<file path="src/rtl/pmb_pkg.sv">
package pmb_pkg;
  localparam int BLK_AW = 7;

  typedef enum logic [1:0] {
    SZ_BYTE  = 2'd0,
    SZ_WORD  = 2'd1,
    SZ_DWORD = 2'd2,
    SZ_NONE  = 2'd3
  } acc_size_e;

  typedef enum logic [1:0] {
    PATH_NONE  = 2'd0,
    PATH_WORD  = 2'd1,
    PATH_BYTE  = 2'd2,
    PATH_DWORD = 2'd3
  } path_e;

  localparam logic [BLK_AW-1:0] OFF_EVT_STS = 7'h00;
  localparam logic [BLK_AW-1:0] OFF_EVT_EN  = 7'h02;
  localparam logic [BLK_AW-1:0] OFF_CTL     = 7'h04;
  localparam logic [BLK_AW-1:0] OFF_TMR     = 7'h08;
  localparam logic [BLK_AW-1:0] OFF_GPE     = 7'h20;
  localparam logic [BLK_AW-1:0] OFF_SMIEN   = 7'h30;

  localparam int BIT_TMR = 0;
  localparam int BIT_GBL = 5;
  localparam int BIT_PWR = 8;
  localparam int BIT_RTC = 10;

  localparam logic [15:0] SRC_MASK = 16'h0521;
endpackage

</file>
<file path="src/rtl/pmb_decode.sv">
module pmb_decode
  import pmb_pkg::*;
#(
  parameter int ADDR_W    = 16,
  parameter int GPE_BYTES = 8,
  localparam int IDX_W    = (GPE_BYTES > 1) ? $clog2(GPE_BYTES) : 1
) (
  input  logic [ADDR_W-1:0] base_q,
  input  logic [ADDR_W-1:0] addr,
  input  logic [1:0]        size,
  input  logic [31:0]       wdata,
  output path_e             path,
  output logic [BLK_AW-1:0] off,
  output logic              gpe_is_en,
  output logic [IDX_W-1:0]  gpe_idx,
  output logic [15:0]       or_word,
  output logic [15:0]       last_word,
  output logic [7:0]        or_byte,
  output logic [7:0]        last_byte
);
  localparam logic [BLK_AW-1:0] GPE_HALF = BLK_AW'(GPE_BYTES);
  localparam logic [BLK_AW-1:0] GPE_END  = OFF_GPE + BLK_AW'(2 * GPE_BYTES);

  logic mapped, in_win, is_dw_reg, is_w_reg, is_gpe;
  logic [BLK_AW-1:0] gpe_rel;

  assign mapped    = |base_q[ADDR_W-1:BLK_AW];
  assign in_win    = mapped && (addr[ADDR_W-1:BLK_AW] == base_q[ADDR_W-1:BLK_AW]);
  assign off       = addr[BLK_AW-1:0];
  assign is_dw_reg = (off == OFF_TMR) || (off == OFF_SMIEN);
  assign is_w_reg  = (off == OFF_EVT_STS) || (off == OFF_EVT_EN) || (off == OFF_CTL);
  assign is_gpe    = (off >= OFF_GPE) && (off < GPE_END);
  assign gpe_rel   = off - OFF_GPE;
  assign gpe_is_en = gpe_rel >= GPE_HALF;
  assign gpe_idx   = gpe_rel[IDX_W-1:0];

  always_comb begin
    path = PATH_NONE;
    if (in_win) begin
      unique case (size)
        SZ_DWORD: begin
          if (is_dw_reg)     path = PATH_DWORD;
          else if (is_w_reg) path = PATH_WORD;
          else if (is_gpe)   path = PATH_BYTE;
        end
        SZ_WORD: begin
          if (is_w_reg)      path = PATH_WORD;
          else if (is_gpe)   path = PATH_BYTE;
        end
        SZ_BYTE: begin
          if (is_gpe)        path = PATH_BYTE;
        end
        default: path = PATH_NONE;
      endcase
    end
  end

  // Sub-access merge: clears accumulate, plain writes keep the last part.
  always_comb begin
    unique case (size)
      SZ_DWORD: begin
        or_word   = wdata[15:0] | wdata[31:16];
        last_word = wdata[31:16];
        or_byte   = wdata[7:0] | wdata[15:8] | wdata[23:16] | wdata[31:24];
        last_byte = wdata[31:24];
      end
      SZ_WORD: begin
        or_word   = wdata[15:0];
        last_word = wdata[15:0];
        or_byte   = wdata[7:0] | wdata[15:8];
        last_byte = wdata[15:8];
      end
      default: begin
        or_word   = wdata[15:0];
        last_word = wdata[15:0];
        or_byte   = wdata[7:0];
        last_byte = wdata[7:0];
      end
    endcase
  end
endmodule

</file>
<file path="src/rtl/pmb_evt.sv">
module pmb_evt
  import pmb_pkg::*;
#(
  parameter int TMR_W = 24
) (
  input  logic             clk,
  input  logic             rst,
  input  logic             wr_sts,
  input  logic             wr_en,
  input  logic             wr_ctl,
  input  logic [15:0]      or_word,
  input  logic [15:0]      last_word,
  input  logic             tick,
  input  logic             pwr_set,
  input  logic             rtc_set,
  input  logic             gbl_set,
  output logic [15:0]      sts_q,
  output logic [15:0]      en_q,
  output logic [15:0]      ctl_q,
  output logic [TMR_W-1:0] tmr_q,
  output logic             sci_q,
  output logic             armed_q
);
  logic [TMR_W-1:0] tmr_d;
  logic             msb_flip;
  logic [15:0]      set_v, clr_v, sts_d;

  assign tmr_d    = tmr_q + TMR_W'(1);
  assign msb_flip = tick && (tmr_d[TMR_W-1] != tmr_q[TMR_W-1]);

  always_comb begin
    set_v          = '0;
    set_v[BIT_TMR] = msb_flip;
    set_v[BIT_GBL] = gbl_set;
    set_v[BIT_PWR] = pwr_set;
    set_v[BIT_RTC] = rtc_set;
    clr_v          = wr_sts ? or_word : 16'h0000;
    sts_d          = ((sts_q & ~clr_v) | set_v) & SRC_MASK;
  end

  always_ff @(posedge clk) begin
    if (rst) begin
      sts_q   <= '0;
      en_q    <= '0;
      ctl_q   <= '0;
      tmr_q   <= '0;
      sci_q   <= 1'b0;
      armed_q <= 1'b0;
    end else begin
      sts_q <= sts_d;
      if (wr_en)  en_q  <= last_word;
      if (wr_ctl) ctl_q <= last_word;
      if (tick)   tmr_q <= tmr_d;
      sci_q   <= |(sts_q & en_q & SRC_MASK);
      armed_q <= en_q[BIT_TMR] & ~sts_q[BIT_TMR];
    end
  end
endmodule

</file>
<file path="src/rtl/pmb_gpe.sv">
module pmb_gpe #(
  parameter int GPE_BYTES = 8,
  localparam int IDX_W    = (GPE_BYTES > 1) ? $clog2(GPE_BYTES) : 1
) (
  input  logic                   clk,
  input  logic                   rst,
  input  logic                   wr_sts,
  input  logic                   wr_en,
  input  logic                   rd_en_half,
  input  logic [IDX_W-1:0]       idx,
  input  logic [7:0]             or_byte,
  input  logic [7:0]             last_byte,
  input  logic [8*GPE_BYTES-1:0] evt,
  output logic [7:0]             rd_byte
);
  logic [7:0] sts_q [GPE_BYTES];
  logic [7:0] en_q  [GPE_BYTES];

  for (genvar g = 0; g < GPE_BYTES; g++) begin : g_byte
    logic sel;
    assign sel = (idx == IDX_W'(g));
    always_ff @(posedge clk) begin
      if (rst) begin
        sts_q[g] <= '0;
        en_q[g]  <= '0;
      end else begin
        sts_q[g] <= (sts_q[g] & ~((wr_sts && sel) ? or_byte : 8'h00)) | evt[8*g +: 8];
        if (wr_en && sel) en_q[g] <= last_byte;
      end
    end
  end

  assign rd_byte = rd_en_half ? en_q[idx] : sts_q[idx];
endmodule

</file>
<file path="src/rtl/pm_event_block.sv">
module pm_event_block
  import pmb_pkg::*;
#(
  parameter int ADDR_W    = 16,
  parameter int GPE_BYTES = 8,
  parameter int TMR_W     = 24
) (
  input  logic                   clk,
  input  logic                   rst,
  input  logic                   base_wr,
  input  logic [ADDR_W-1:0]      base_in,
  input  logic [ADDR_W-1:0]      io_addr,
  input  logic [1:0]             io_size,
  input  logic                   io_wr,
  input  logic [31:0]            io_wdata,
  output logic [31:0]            io_rdata,
  input  logic                   tick,
  input  logic                   pwrbtn_req,
  input  logic                   rtc_evt,
  input  logic                   gbl_evt,
  input  logic [8*GPE_BYTES-1:0] gpe_evt,
  output logic                   sci,
  output logic                   tmr_armed
);
  localparam int IDX_W = (GPE_BYTES > 1) ? $clog2(GPE_BYTES) : 1;
  localparam logic [ADDR_W-1:0] ALIGN_MASK = ~ADDR_W'((1 << BLK_AW) - 1);

  logic [ADDR_W-1:0] base_q;
  path_e             path;
  logic [BLK_AW-1:0] off;
  logic              gpe_is_en;
  logic [IDX_W-1:0]  gpe_idx;
  logic [15:0]       or_word, last_word;
  logic [7:0]        or_byte, last_byte, gpe_rd;
  logic [15:0]       pm1_sts, pm1_en, pm1_ctl, word_rd;
  logic [TMR_W-1:0]  tmr;
  logic [31:0]       smi_q, rd_d, rdata_q;
  logic              wr_sts, wr_en, wr_ctl, wr_smi, wr_gs, wr_ge;

  always_ff @(posedge clk) begin
    if (rst)          base_q <= '0;
    else if (base_wr) base_q <= base_in & ALIGN_MASK;
  end

  pmb_decode #(.ADDR_W(ADDR_W), .GPE_BYTES(GPE_BYTES)) u_dec (
    .base_q(base_q), .addr(io_addr), .size(io_size), .wdata(io_wdata),
    .path(path), .off(off), .gpe_is_en(gpe_is_en), .gpe_idx(gpe_idx),
    .or_word(or_word), .last_word(last_word), .or_byte(or_byte), .last_byte(last_byte)
  );

  assign wr_sts = io_wr && (path == PATH_WORD)  && (off == OFF_EVT_STS);
  assign wr_en  = io_wr && (path == PATH_WORD)  && (off == OFF_EVT_EN);
  assign wr_ctl = io_wr && (path == PATH_WORD)  && (off == OFF_CTL);
  assign wr_smi = io_wr && (path == PATH_DWORD) && (off == OFF_SMIEN);
  assign wr_gs  = io_wr && (path == PATH_BYTE)  && !gpe_is_en;
  assign wr_ge  = io_wr && (path == PATH_BYTE)  && gpe_is_en;

  pmb_evt #(.TMR_W(TMR_W)) u_evt (
    .clk(clk), .rst(rst), .wr_sts(wr_sts), .wr_en(wr_en), .wr_ctl(wr_ctl),
    .or_word(or_word), .last_word(last_word), .tick(tick),
    .pwr_set(pwrbtn_req), .rtc_set(rtc_evt), .gbl_set(gbl_evt),
    .sts_q(pm1_sts), .en_q(pm1_en), .ctl_q(pm1_ctl), .tmr_q(tmr),
    .sci_q(sci), .armed_q(tmr_armed)
  );

  pmb_gpe #(.GPE_BYTES(GPE_BYTES)) u_gpe (
    .clk(clk), .rst(rst), .wr_sts(wr_gs), .wr_en(wr_ge), .rd_en_half(gpe_is_en),
    .idx(gpe_idx), .or_byte(or_byte), .last_byte(last_byte), .evt(gpe_evt),
    .rd_byte(gpe_rd)
  );

  always_ff @(posedge clk) begin
    if (rst)         smi_q <= '0;
    else if (wr_smi) smi_q <= io_wdata;
  end

  always_comb begin
    unique case (off)
      OFF_EVT_STS: word_rd = pm1_sts;
      OFF_EVT_EN:  word_rd = pm1_en;
      default:     word_rd = pm1_ctl;
    endcase
  end

  always_comb begin
    rd_d = '0;
    unique case (path)
      PATH_DWORD: begin
        if (off == OFF_TMR) rd_d[TMR_W-1:0] = tmr;
        else                rd_d = smi_q;
      end
      PATH_WORD: begin
        if (io_size == SZ_DWORD) rd_d = {word_rd, word_rd};
        else                     rd_d = {16'h0000, word_rd};
      end
      PATH_BYTE: begin
        if (io_size == SZ_DWORD)     rd_d = {4{gpe_rd}};
        else if (io_size == SZ_WORD) rd_d = {16'h0000, gpe_rd, gpe_rd};
        else                         rd_d = {24'h000000, gpe_rd};
      end
      default: rd_d = '0;
    endcase
  end

  always_ff @(posedge clk) begin
    if (rst) rdata_q <= '0;
    else     rdata_q <= rd_d;
  end

  assign io_rdata = rdata_q;
endmodule

</file>
<file path="config.mk">
export PLATFORM = sky130hd
export DESIGN_NAME = pm_event_block
export DESIGN_NICKNAME = d
export VERILOG_FILES = /design/src/rtl/pmb_pkg.sv /design/src/rtl/pmb_decode.sv /design/src/rtl/pmb_evt.sv /design/src/rtl/pmb_gpe.sv /design/src/rtl/pm_event_block.sv
export SDC_FILE = /design/constraint.sdc
export NUM_CORES = 1
export LEC_CHECK = 0
export BUFFER_PORTS_ARGS = -buffer_cell sky130_fd_sc_hd__buf_2
export CORE_MARGIN = 1.5
export CORE_UTILIZATION = 60
export CTS_BUF_LIST = sky130_fd_sc_hd__clkbuf_8
export CTS_CLUSTER_DIAMETER = 50
export DETAILED_ROUTE_END_ITERATION = 7
export HOLD_SLACK_MARGIN = 0.06
export PLACE_DENSITY = 0.85
export SLEW_MARGIN = 0
export SYNTH_ARGS = -nofsm -noshare
export SYNTH_HDL_FRONTEND = slang
export SYNTH_SLANG_ARGS = --single-unit
</file>
<file path="constraint.sdc">
create_clock -name clk -period 3.6 [get_ports clk]
set_input_delay 0.18 -clock clk [delete_from_list [all_inputs] [get_ports clk]]
set_output_delay 0.18 -clock clk [all_outputs]
set_load 0.05 [all_outputs]
</file>
==> key figures <==
Logic synthesis
  • Count of unique library cells instantiated by Yosys: 63
  • Proportion of synthesized flip-flops having asynchronous set or reset: 0%
  • Syn nets: 1,430
  • Number of enable-type register cells in the synthesized netlist: 64
  • Count of state elements after synthesis: 263
  • Synth warn: 0
  • Sequential share of the synthesized area: 47.9%
  • Cell Area, Synth: 12,300 µm²
  • Dominant synthesized flop cell: sky130_fd_sc_hd__dfxtp_1
  • Mapped Cells: 1,284
  • Avg Synthesized Cell Area: 9.61 µm²

Clock network
  • Clock tree from TritonCTS: yes
  • Master cell of the clock root buffer: sky130_fd_sc_hd__clkbuf_8
  • Clock input transition at the sequential cells of the worst setup and hold paths: 0.06 ns
  • Largest buffer count on any clock path: 3
  • Number of hold buffers added after CTS: 109
  • Number of buffers inserted during clock tree synthesis: 43
  • Clock sink count: 263
  • Number of cells upsized or downsized after cts: 0
  • Post-CTS setup-driven buffer insertion count: 0
  • Number of H-tree levels: 2
  • Clock Latency Late Sink: 0.56 ns

Placement
  • Total instance count after detailed placement: 1,670
  • HPWL reported at the end of detailed placement: 26.3 mm
  • Number of input and output port buffers inserted: 164
  • Final weighted congestion in routability-driven placement: 0.969

Critical path
  • Biggest cell delay along the critical path: 0.85 ns
  • Maximum fanout count along the critical path: 10
  • Max stage delay cell, worst path: sky130_fd_sc_hd__or4b_1
  • Crit. End Element: flip-flop
  • Reg2Reg Setup Slack: 0.39 ns
  • Worst setup path endpoint: u_gpe.sts_q[7][3]$_SDFF_PP0_
  • Cell depth of the worst flop-to-flop path: 6
  • Start of the worst register-to-register path: base_q[9]$_SDFFE_PP0P_
  • Required time at the worst-slack endpoint: 3.98 ns
  • Cells along the critical path: xor2_1 > nor4_1 > nand3_1 > or4b_1 > nor3_2 > a211oi_1
  • Critical path launch point: base_q[9]$_SDFFE_PP0P_
  • Capture point of the worst reg-to-reg path: u_gpe.sts_q[7][3]$_SDFF_PP0_
  • Worst EP arrival: 3.59 ns
  • Category of the worst setup path launch point: flip-flop
  • Crit Path Class: flip-flop to flip-flop

Routing
  • Via-to-Cell Ratio: 6.53
  • Detailed-route wire length on metal 1: 14.0 mm
  • Via total after detailed routing: 12,100
  • Routed length per placed instance: 23.1 µm
  • Uppermost layer routed: met4
  • Total length of routed wires: 43.0 mm
  • Post-DRT Antenna Nets: 0
  • Post-route DRC: 0
  • First drt pass iteration count: 7
  • DRT iter0 DRCs: 1,652
  • Routed length on met2: 20.3 mm
  • Detailed route wirelength on metal3: 5.15 mm

Global route
  • Antenna violations before repair: 2
  • Wire length of the first global-routing pass: 65.5 mm
  • Total Routing Usage GR: 39.7%
  • Maximum number of pins on one net before global-route repair: 69
  • Number of global-route vias before repair: 12,200
  • Total congestion overflow: 0

Floorplan
  • Area of the core: 20,200 µm²
  • Starting density of the core: 61.2%
  • Num ports: 172
  • Area enclosed by the die boundary: 21,400 µm²
  • Standard-cell rows: 52
  • Vertical die dimension: 146 µm
  • Die boundary width: 146 µm

STA
  • Relative slew slack: 34.4%
  • Slew at the pin with the worst max-slew slack: 0.977 ns
  • Setup repair after global routing missed its margin: no
  • Final number of setup-violating endpoints: 0
  • Final hold violation count: 0
  • Total Negative Setup Slacks: 0 ns
  • Number of slew-limit violations in the final report: 0
  • Highest achievable clock rate: 0.311 GHz
  • Final clock period utilization by the worst path: 89.2%
  • Shortest period the worst path allows: 3.21 ns
  • Clk_skew: 0.0305 ns

Power and ir drop
  • Power Density: 431 nW/µm²
  • Leakage component of the power: 5.86 nW
  • Maximum VDD drop: 0.312 mV

Layout
  • Post-layout instance count excluding filler cells: 1,860
  • Filler cell count in the final layout: 1,250
  • Final #Nets: 1,700
  • Commonest non-fill, non-tap cell in the layout: sky130_fd_sc_hd__nor2_1
  • Area grow syn2layout: 25.4%
  • Commonest cells after routing, fill and taps aside: sky130_fd_sc_hd__nor2_1, sky130_fd_sc_hd__dfxtp_1, sky130_fd_sc_hd__buf_2, sky130_fd_sc_hd__nand2_1, sky130_fd_sc_hd__dlygate4sd3_1
  • Fraction of final layout cells sized beyond drive strength 1: 22.0%

Run
  • Maximum capacitance violations: 0

Worst hold path
  • Worst hold path class: input port to flip-flop

Outcome
  • Run status: finished, final reports clean
registers in the layout, summed over array words and instances (netlist names):
signal	flops
smi_q	32
base_q	9
u_evt.tmr_q	24
u_evt.en_q	16
u_gpe.en_q	64
io_rdata	32
u_evt.armed_q	1
u_evt.sci_q	1
u_evt.ctl_q	16
u_gpe.sts_q	64
u_evt.sts_q	4
through the flow:
stage	area (µm²)	power, mW	util, %	setup slack, ns	hold WS [ns]
floorplan	12300	3.54	-	0.652	0.317
detailed placement	13400	3.79	66.6	0.424	0.413
global route	15500	6.84	76.7	0.309	0.0924
finish	15500	6.67	76.7	0.387	0.0976
CTS	15500	6.59	76.7	0.606	0.0824
global placement	13400	3.77	66.6	0.537	0.409
where the power goes:
group | internal [mW] | leakage, nW | switching (mW)
clock network | 1.58 | 0.541 | 1.20
registers | 3.11 | 2.29 | 0.0521
logic | 0.319 | 3.03 | 0.407
total | 5.00 | 5.86 | 1.66
synthesized netlist by cell type, types with 3 or more instances:
master / number / share of area, %
sky130_fd_sc_hd__clkbuf_1: 54 / 1.6
sky130_fd_sc_hd__nand4_1: 5 / 0.25
sky130_fd_sc_hd__o2111ai_1: 9 / 0.64
sky130_fd_sc_hd__o2bb2ai_1: 5 / 0.36
sky130_fd_sc_hd__a22oi_1: 23 / 1.4
sky130_fd_sc_hd__buf_6: 4 / 0.37
sky130_fd_sc_hd__nand2_1: 140 / 4.3
sky130_fd_sc_hd__nand3_1: 18 / 0.73
sky130_fd_sc_hd__or2_2: 5 / 0.25
sky130_fd_sc_hd__o21ai_0: 27 / 1.1
sky130_fd_sc_hd__mux4_2: 37 / 6.8
sky130_fd_sc_hd__or4_1: 4 / 0.24
sky130_fd_sc_hd__a211oi_1: 36 / 2.2
sky130_fd_sc_hd__mux2_2: 30 / 2.7
sky130_fd_sc_hd__inv_1: 9 / 0.27
sky130_fd_sc_hd__edfxtp_1: 64 / 16
sky130_fd_sc_hd__buf_1: 8 / 0.24
sky130_fd_sc_hd__nor3_2: 4 / 0.32
sky130_fd_sc_hd__a32oi_1: 6 / 0.43
sky130_fd_sc_hd__o22ai_1: 10 / 0.51
sky130_fd_sc_hd__mux2i_1: 64 / 5.2
sky130_fd_sc_hd__and3_1: 3 / 0.15
sky130_fd_sc_hd__nor2b_1: 5 / 0.25
sky130_fd_sc_hd__ha_1: 8 / 0.81
sky130_fd_sc_hd__xor2_1: 21 / 1.5
sky130_fd_sc_hd__o21a_1: 7 / 0.43
sky130_fd_sc_hd__nor4_1: 38 / 1.9
sky130_fd_sc_hd__a21oi_1: 62 / 2.5
sky130_fd_sc_hd__dfxtp_1: 199 / 32
sky130_fd_sc_hd__nor2_1: 253 / 7.7
sky130_fd_sc_hd__xnor2_1: 6 / 0.43
sky130_fd_sc_hd__o21ai_1: 6 / 0.24
sky130_fd_sc_hd__nor3_1: 49 / 2.0
sky130_fd_sc_hd__buf_2: 14 / 0.57
sky130_fd_sc_hd__a31oi_1: 3 / 0.15
sky130_fd_sc_hd__or3_1: 6 / 0.30
sky130_fd_sc_hd__o21bai_1: 8 / 0.49
metal layers:
layer / up-vias / GRT usage [%]
met5: - / 0
met4: 0 / 28.5
met3: 280 / 9.97
met2: 1064 / 66.7
met1: 5609 / 44.0
li1: 5184 / -
kinds of logic after synthesis:
logic type,count (synthesis),synth area share [%]
buffers and inverters,91,3.22
AO/OA/AOI/OAI,219,11.9
adder cells (fa/ha/maj),8,0.812
flip-flops,263,47.9
XOR/XNOR,27,1.92
AND/OR/NAND/NOR,545,19.6
multiplexers,131,14.7
area by class of cell:
type / count / area (µm²) / area share [%]
tap: 270 / 338 / 2.18
antenna: 2 / 5.00 / 0.0324
clock inverter: 21 / 138 / 0.890
multi-input combinational: 930 / 6070 / 39.2
inverter: 9 / 33.8 / 0.218
timing repair buffer: 307 / 2180 / 14.1
sequential: 263 / 5910 / 38.2
clock buffer: 58 / 798 / 5.16
worst min path at each step:
stage | start | endpoint | slack (ns) | cells past startpoint
floorplan | tick | u_evt.tmr_q[0]$_SDFFE_PP0P_ | 0.32 | 2
global placement | rtc_evt | u_evt.sts_q[10]$_SDFF_PP0_ | 0.41 | 2
detailed placement | rtc_evt | u_evt.sts_q[10]$_SDFF_PP0_ | 0.41 | 2
CTS | base_wr | base_q[12]$_SDFFE_PP0P_ | 0.08 | 3
global route | base_wr | base_q[15]$_SDFFE_PP0P_ | 0.09 | 3
finish | base_wr | base_q[15]$_SDFFE_PP0P_ | 0.1 | 3
critical path: cells and delay by family, from the launching register on:
| kind | cells | cell delay, ns |
|---|---|---|
| compound gates | 1 | 0.21 |
| xor+xnor | 1 | 0.17 |
| flops | 1 | 0.34 |
| simple gates | 4 | 2.32 |
Note: power is estimated with default switching activity, not from simulation.
